<file path="src/rtl/ssho_pkg.sv">
package ssho_pkg;
  typedef enum logic [0:0] {
    ST_SOFT = 1'b0,
    ST_NORM = 1'b1
  } ssho_state_t;
endpackage

</file>
<file path="src/rtl/ssho_debounce.sv">
module ssho_debounce #(
  parameter int SHORT_MS = 5,
  parameter int LONG_MS  = 10
) (
  input  logic clk,
  input  logic rst,
  input  logic clear,
  input  logic qualify,
  input  logic tick,
  input  logic long_sel,
  output logic done
);
  localparam int CNT_W = $clog2(LONG_MS + 1);
  localparam logic [CNT_W-1:0] LIM_S = CNT_W'(SHORT_MS);
  localparam logic [CNT_W-1:0] LIM_L = CNT_W'(LONG_MS);

  logic [CNT_W-1:0] cnt;
  logic [CNT_W-1:0] limit;

  assign limit = long_sel ? LIM_L : LIM_S;
  assign done  = (cnt >= limit);

  always_ff @(posedge clk) begin
    if (rst || clear || !qualify) begin
      cnt <= '0;
    end else if (tick && (cnt < limit)) begin
      cnt <= cnt + 1'b1;
    end
  end


  cnt_bound_chk: assert property (@(posedge clk) disable iff (rst)
    cnt <= LIM_L);


  done_by_tick_chk: assert property (@(posedge clk) disable iff (rst)
    ($rose(done) && $stable(long_sel)) |-> $past(tick));
endmodule

</file>
<file path="src/rtl/ssho_seq.sv">
module ssho_seq
  import ssho_pkg::*;
(
  input  logic clk,
  input  logic rst,
  input  logic clear,
  input  logic done,
  output logic in_norm
);
  ssho_state_t state, state_nx;

  always_comb begin
    state_nx = state;
    if (clear) begin
      state_nx = ST_SOFT;
    end else if ((state == ST_SOFT) && done) begin
      state_nx = ST_NORM;
    end
  end

  always_ff @(posedge clk) begin
    if (rst) state <= ST_SOFT;
    else     state <= state_nx;
  end

  assign in_norm = (state == ST_NORM);


  handover_gated_chk: assert property (@(posedge clk) disable iff (rst)
    $rose(in_norm) |-> $past(done));


  start_returns_chk: assert property (@(posedge clk) disable iff (rst)
    clear |=> !in_norm);
endmodule

</file>
<file path="src/rtl/ssho_outreg.sv">
module ssho_outreg #(
  parameter int GAIN_W = 2
) (
  input  logic              clk,
  input  logic              rst,
  input  logic              in_norm,
  input  logic [GAIN_W-1:0] cfg_gain,
  output logic              sel_q,
  output logic              flag_q,
  output logic [GAIN_W-1:0] gain_q
);
  always_ff @(posedge clk) begin
    if (rst) begin
      sel_q  <= 1'b0;
      flag_q <= 1'b1;
      gain_q <= '0;
    end else begin
      sel_q  <= in_norm;
      flag_q <= !in_norm;
      gain_q <= in_norm ? '0 : cfg_gain;
    end
  end


  gain_quiet_chk: assert property (@(posedge clk) disable iff (rst)
    sel_q |-> (gain_q == '0));


  flag_excl_chk: assert property (@(posedge clk) disable iff (rst)
    flag_q != sel_q);


  sel_follows_chk: assert property (@(posedge clk) disable iff (rst)
    $rose(sel_q) |-> $past(in_norm));
endmodule

</file>
<file path="src/rtl/ss_handover.sv">
module ss_handover #(
  parameter int SHORT_MS = 5,
  parameter int LONG_MS  = 10,
  parameter int GAIN_W   = 2
) (
  input  logic              clk,
  input  logic              rst,
  input  logic              ss_start,
  input  logic              ramp_done,
  input  logic              adc_settled,
  input  logic              ms_tick,
  input  logic [GAIN_W-1:0] cfg_ss_gain,
  input  logic              cfg_dbnc_long,
  output logic              filt_sel,
  output logic [GAIN_W-1:0] ss_gain,
  output logic              ss_flag
);
  logic qualify;
  logic dbnc_done;
  logic in_norm;

  assign qualify = ramp_done & adc_settled;

  ssho_debounce #(
    .SHORT_MS(SHORT_MS),
    .LONG_MS (LONG_MS)
  ) u_dbnc (
    .clk     (clk),
    .rst     (rst),
    .clear   (ss_start),
    .qualify (qualify),
    .tick    (ms_tick),
    .long_sel(cfg_dbnc_long),
    .done    (dbnc_done)
  );

  ssho_seq u_seq (
    .clk    (clk),
    .rst    (rst),
    .clear  (ss_start),
    .done   (dbnc_done),
    .in_norm(in_norm)
  );

  ssho_outreg #(
    .GAIN_W(GAIN_W)
  ) u_out (
    .clk     (clk),
    .rst     (rst),
    .in_norm (in_norm),
    .cfg_gain(cfg_ss_gain),
    .sel_q   (filt_sel),
    .flag_q  (ss_flag),
    .gain_q  (ss_gain)
  );


  no_early_handover_chk: assert property (@(posedge clk) disable iff (rst)
    (!ramp_done && !filt_sel && !in_norm && !dbnc_done) |=> !in_norm);
endmodule

</file>
<file path="config.mk">
export PLATFORM = sky130hd
export DESIGN_NAME = ss_handover
export DESIGN_NICKNAME = d
export VERILOG_FILES = /design/src/rtl/ssho_pkg.sv /design/src/rtl/ssho_debounce.sv /design/src/rtl/ssho_seq.sv /design/src/rtl/ssho_outreg.sv /design/src/rtl/ss_handover.sv
export SDC_FILE = /design/constraint.sdc
export NUM_CORES = 1
export LEC_CHECK = 0
export CAP_MARGIN = 20
export CORE_AREA = 2 2 39 41
export CTS_BUF_LIST = sky130_fd_sc_hd__clkbuf_16
export DETAILED_ROUTE_END_ITERATION = 16
export DIE_AREA = 0 0 41 43
export DONT_BUFFER_PORTS = 1
export PLACE_DENSITY = 0.47
export SYNTH_ARGS = -nofsm -noshare
export SYNTH_HDL_FRONTEND = slang
export SYNTH_SLANG_ARGS = --single-unit
</file>
<file path="constraint.sdc">
create_clock -name clk -period 2.82 [get_ports clk]
set_input_delay 0.423 -clock clk [delete_from_list [all_inputs] [get_ports clk]]
set_output_delay 0.423 -clock clk [all_outputs]
set_load 0.01 [all_outputs]
</file>
### Yosys cells after proc, flatten, opt, wreduce, memory -nomap -nowiden

Index checks and enable logic that the tools add are counted.

| word-level totals | value |
|---|---|
| bits in registers | 9 |
| output and inout port bits | 4 |

| operators by class | value |
|---|---|
| add/subtract/negate cells | 1 |
| magnitude comparators | 2 |
| muxes and demuxes | 1 |
| bitwise logic cells | 2 |
| reduce and logical (&&, ||, !) cells | 8 |

Operator list:

| cell | count |
|---|---|
| $add A4 B1 Y4 const B | 1 |
| $ge A4 B4 Y1 | 1 |
| $lt A4 B4 Y1 | 1 |
| $mux W4 | 1 |
| $reduce_or A2 Y1 | 2 |
| $logic_and A1 B1 Y1 | 2 |
| $logic_not A1 Y1 | 2 |
| $logic_or A1 B1 Y1 | 2 |
| $and A1 B1 Y1 | 1 |
| $not A1 Y1 | 1 |

### Longest topological paths before layout

| logic depth | value |
|---|---|
| depth in word-level cells | 3 |
| gate-level depth with buffers | 6 |
| gate-level depth less buffers | 6 |

### Cells and area by module

A second synthesis with hierarchy kept.

| second synthesis, totals | value |
|---|---|
| cells, all modules | 48 |
| area total of the unflattened synthesis | 456.7 um2 |

Modules (own cells, without submodules):

| module | instances | cells an instance | area an instance (um2) | seq. area each (um2) |
|---|---|---|---|---|
| ssho_debounce | 1 | 36 | 306.5 | 80.1 |
| ssho_outreg | 1 | 8 | 110.1 | 80.1 |
| ssho_seq | 1 | 3 | 33.8 | 20.0 |
| ss_handover | 1 | 1 | 6.3 | 0.0 |

### Worst setup path before layout

No wires, ideal clock.

| timing | value |
|---|---|
| path kind | input -> register |
| start | input cfg_dbnc_long |
| end | register u_dbnc.cnt[2] |
| setup time | 0.070 ns |
| arrival | 1.518 ns |
| slack | 1.232 ns |
| cell stages on the path | 6 |
| path buffers | 0 |
| path through | inv_1 -> ha_1 -> o21ai_1 -> a21oi_2 -> or4_1 -> a21boi_1 |

| between the ends | value |
|---|---|
| longest elaborated chain between the ends | 3 |

Ends and longest elaborated chain:

| item | RTL line | source |
|---|---|---|
| start, declared | ss_handover.sv:13 | `input logic cfg_dbnc_long,` |
| $mux W4 | ssho_debounce.sv:20 | `assign limit = long_sel ? LIM_L : LIM_S;` |
| $lt A4 B4 Y1 | ssho_debounce.sv:26 | `end else if (tick && (cnt < limit)) begin` |
| $logic_and A1 B1 Y1 | ssho_debounce.sv:26 |  |
| end signal, assigned | ssho_debounce.sv:27 | `cnt <= cnt + 1'b1;` |
| end, declared | ssho_debounce.sv:17 | `logic [CNT_W-1:0] cnt;` |

Every way passes these cells.
A chain may end at the register's enable or synchronous reset.

### Final worst setup path

| timing | value |
|---|---|
| start | register u_dbnc.cnt[2] |
| end | register u_dbnc.cnt[3] |

| between the ends | value |
|---|---|
| longest elaborated chain between the ends | 2 |
| elaborated cells between the ends (all ways) | 3 |

Ends and longest elaborated chain:

| item | RTL line |
|---|---|
| $lt A4 B4 Y1 | ssho_debounce.sv:26 |
| $logic_and A1 B1 Y1 | ssho_debounce.sv:26 |

Several ways; a longest one is shown, not always the timed one.

==> metrics.csv <==
metric,value,unit
fp.dieH,43,µm
rows,14,
synth_warnings,0,
worst_setup_path_start_kind,flop,
cp-startpoint,u_dbnc.cnt[2],
synth_top_area_share,42.0,%
min_path_type,input port to flop,
globalRouteMet1Util,12.3,%
syn-mean-instance-area,9.54,µm²
clk_path_buf_depth,2,
grt_first_pass_wirelength,1.36,mm
yosys.area.top_type,dfxtp_1,
status,completed,
initial_core_util,31.0,%
p_leak,0.214,nW
grt_max_degree,9,
grt-busiest-layer,met2,
cts.reportedPaths.clkPinSlew,0.04,ns
grtUsageMet2,18.4,%
async_flop_share,0,%
synth-edff-count,0,
yosys_register_bits,9,
drc,0,
area_growth,23.3,%
cts_buffers,3,
drtIter0Drc,1,
fp.dieW,41,µm
synthCells,45,
r2r_start,u_dbnc.cnt[2],
endpoint_kind,flop,
power.switching,0.0000708,W
finalMaxSlewViolations,0,
p_int,0.000324,W
p_clk_share,63.0,%
fin_util,38.2,%
critPathRequiredTime,2.99,ns
yosysMostFrequentCell,dfxtp_1,
final_nets,64,
synth_ff_type,dfxtp_1,
routedWlPerCell,12.1,µm
diodes,0,
ys_types,19,
tns,0,ns
totalWireLength,789,µm
gr-usage-met3,6.28,%
cp_max_fo,8,
synth_top_cells_by_area,"dfxtp_1, ha_1, a21boi_1, nor3_1, nand2_1",
r2r_slack,1.24,ns
timing.fmax,0.632,GHz
syn_area,429,µm²
worstReg2RegEnd,u_dbnc.cnt[3],
rsz0062_at_grt,false,
io_pins,13,
critical_path_arrival,1.75,ns
power_density,745,mW/mm²
root_buffer,clkbuf_16,
dr_total_vias,345,
finalHoldViolations,0,
setup_viol,0,
cap_violations,0,
reg2regPathDepth,5,
grt_pass1_vias,355,
timing.hold.ws,0.259,ns
max_slew_margin,64.8,%
post_cts_buffers,0,
finalPower,0.000394,W
combPwrFrac,3.3,%
gr-total-overflow,0,
synth-seq-area-share,42.0,%
setup.worst_path.end,u_dbnc.cnt[3],
ir_worst_vdd,373,µV
drt_first_pass_iters,4,
post_cts_resized,0,
cts_sinks,9,
core_area,0.00138,mm²
insertion_delay,0.23,ns
min_period_over_period,56.1,%
io_buffers,0,
ctsHoldBuffers,0,
via_per_inst,5.31,
power_frac_seq,33.8,%
track_usage,12.5,%
htreeDepth,1,
antenna_found_initial,0,
place_hpwl,624,µm
die-area,0.00176,mm²
p_sw_share,18.0,%
synth_common_cells,"dfxtp_1, ha_1, nand2_1",
ant_nets,0,
gp_congestion,0.645,
drive_above_1_share,10.2,%
finClkSkew,0.00208,ns
tightestPinTransition,0.525,ns
syn-num-nets,59,
tritoncts,yes,
path_class,flop to flop,
final.min_clock_period,1.58,ns
==> routing by layer <==
layer,up-vias,wire length (µm)
li1,174,-
met1,156,336
met2,13,386
met3,2,48
met4,0,17
met5,-,0
==> area by class of cell <==
cell class                 count  area (µm²)
fill                         143         855
multi-input combinational     33         238
sequential                     9         180
clock buffer                   3        75.1
tap                           16        20.0
inverter                       3        11.3
clock inverter                 1        5.00
==> per-stage QoR <==
stage,instance area [µm²],setup WS [ns],instances
2_1_floorplan,429,1.23,45
3_3_place_gp,449,1.19,61
3_5_place_dp,449,1.13,61
4_1_cts,529,1.23,65
5_1_grt,529,1.12,65
6_report,529,1.24,65
==> cells in the final DEF, fill, tap and decap left out, types with 3 or more instances in the layout <==
cell       count
nor3_1         3
dfxtp_1        9
inv_1          3
clkbuf_16      3
ha_1           5
a21boi_1       3
nand2_1        4
==> sequential cells by signal (all words and copies together), names as in the netlist <==
register and flops:
u_dbnc.cnt 4, u_out.flag_q 1, u_out.gain_q 2, u_out.sel_q 1, u_seq.in_norm 1
==> power by group through the flow <==
stage | clock [W] | combinational, W | sequential [W]
6_report | 0.000248 | 0.0000129 | 0.000133
5_1_grt | 0.000257 | 0.0000153 | 0.000133
4_1_cts | 0.000252 | 0.0000132 | 0.000133
3_5_place_dp | 0 | 0.0000130 | 0.000135
3_3_place_gp | 0 | 0.0000120 | 0.000135
2_1_floorplan | 0 | 0.0000107 | 0.000135
==> worst max-delay path: stages (launching register included) <==
cell,delay [ns]
dfxtp_1,0.37
ha_1,0.26
o21ai_1,0.16
a21oi_2,0.09
or4_1,0.48
a21boi_1,0.15
==> cell families after synthesis <==
family,Yosys count,synth area share (%)
compound gates,9,15.4
fa+ha+maj,5,14.6
buf+inv,3,2.62
flops,9,42.0
mux,1,2.33
simple gates,18,23.0
==> worst min-delay path by stage <==
stage | from | end | slack [ns] | cells past startpoint
floorplan | u_seq.in_norm | u_out.gain_q[0] | 0.43 | 1
global placement | u_seq.in_norm | u_out.gain_q[0] | 0.47 | 1
detailed placement | u_seq.in_norm | u_out.gain_q[0] | 0.47 | 1
CTS | rst | u_seq.in_norm | 0.26 | 1
global route | rst | u_out.gain_q[0] | 0.26 | 1
finish | rst | u_seq.in_norm | 0.26 | 1
Power figures use the tool's default switching activity.
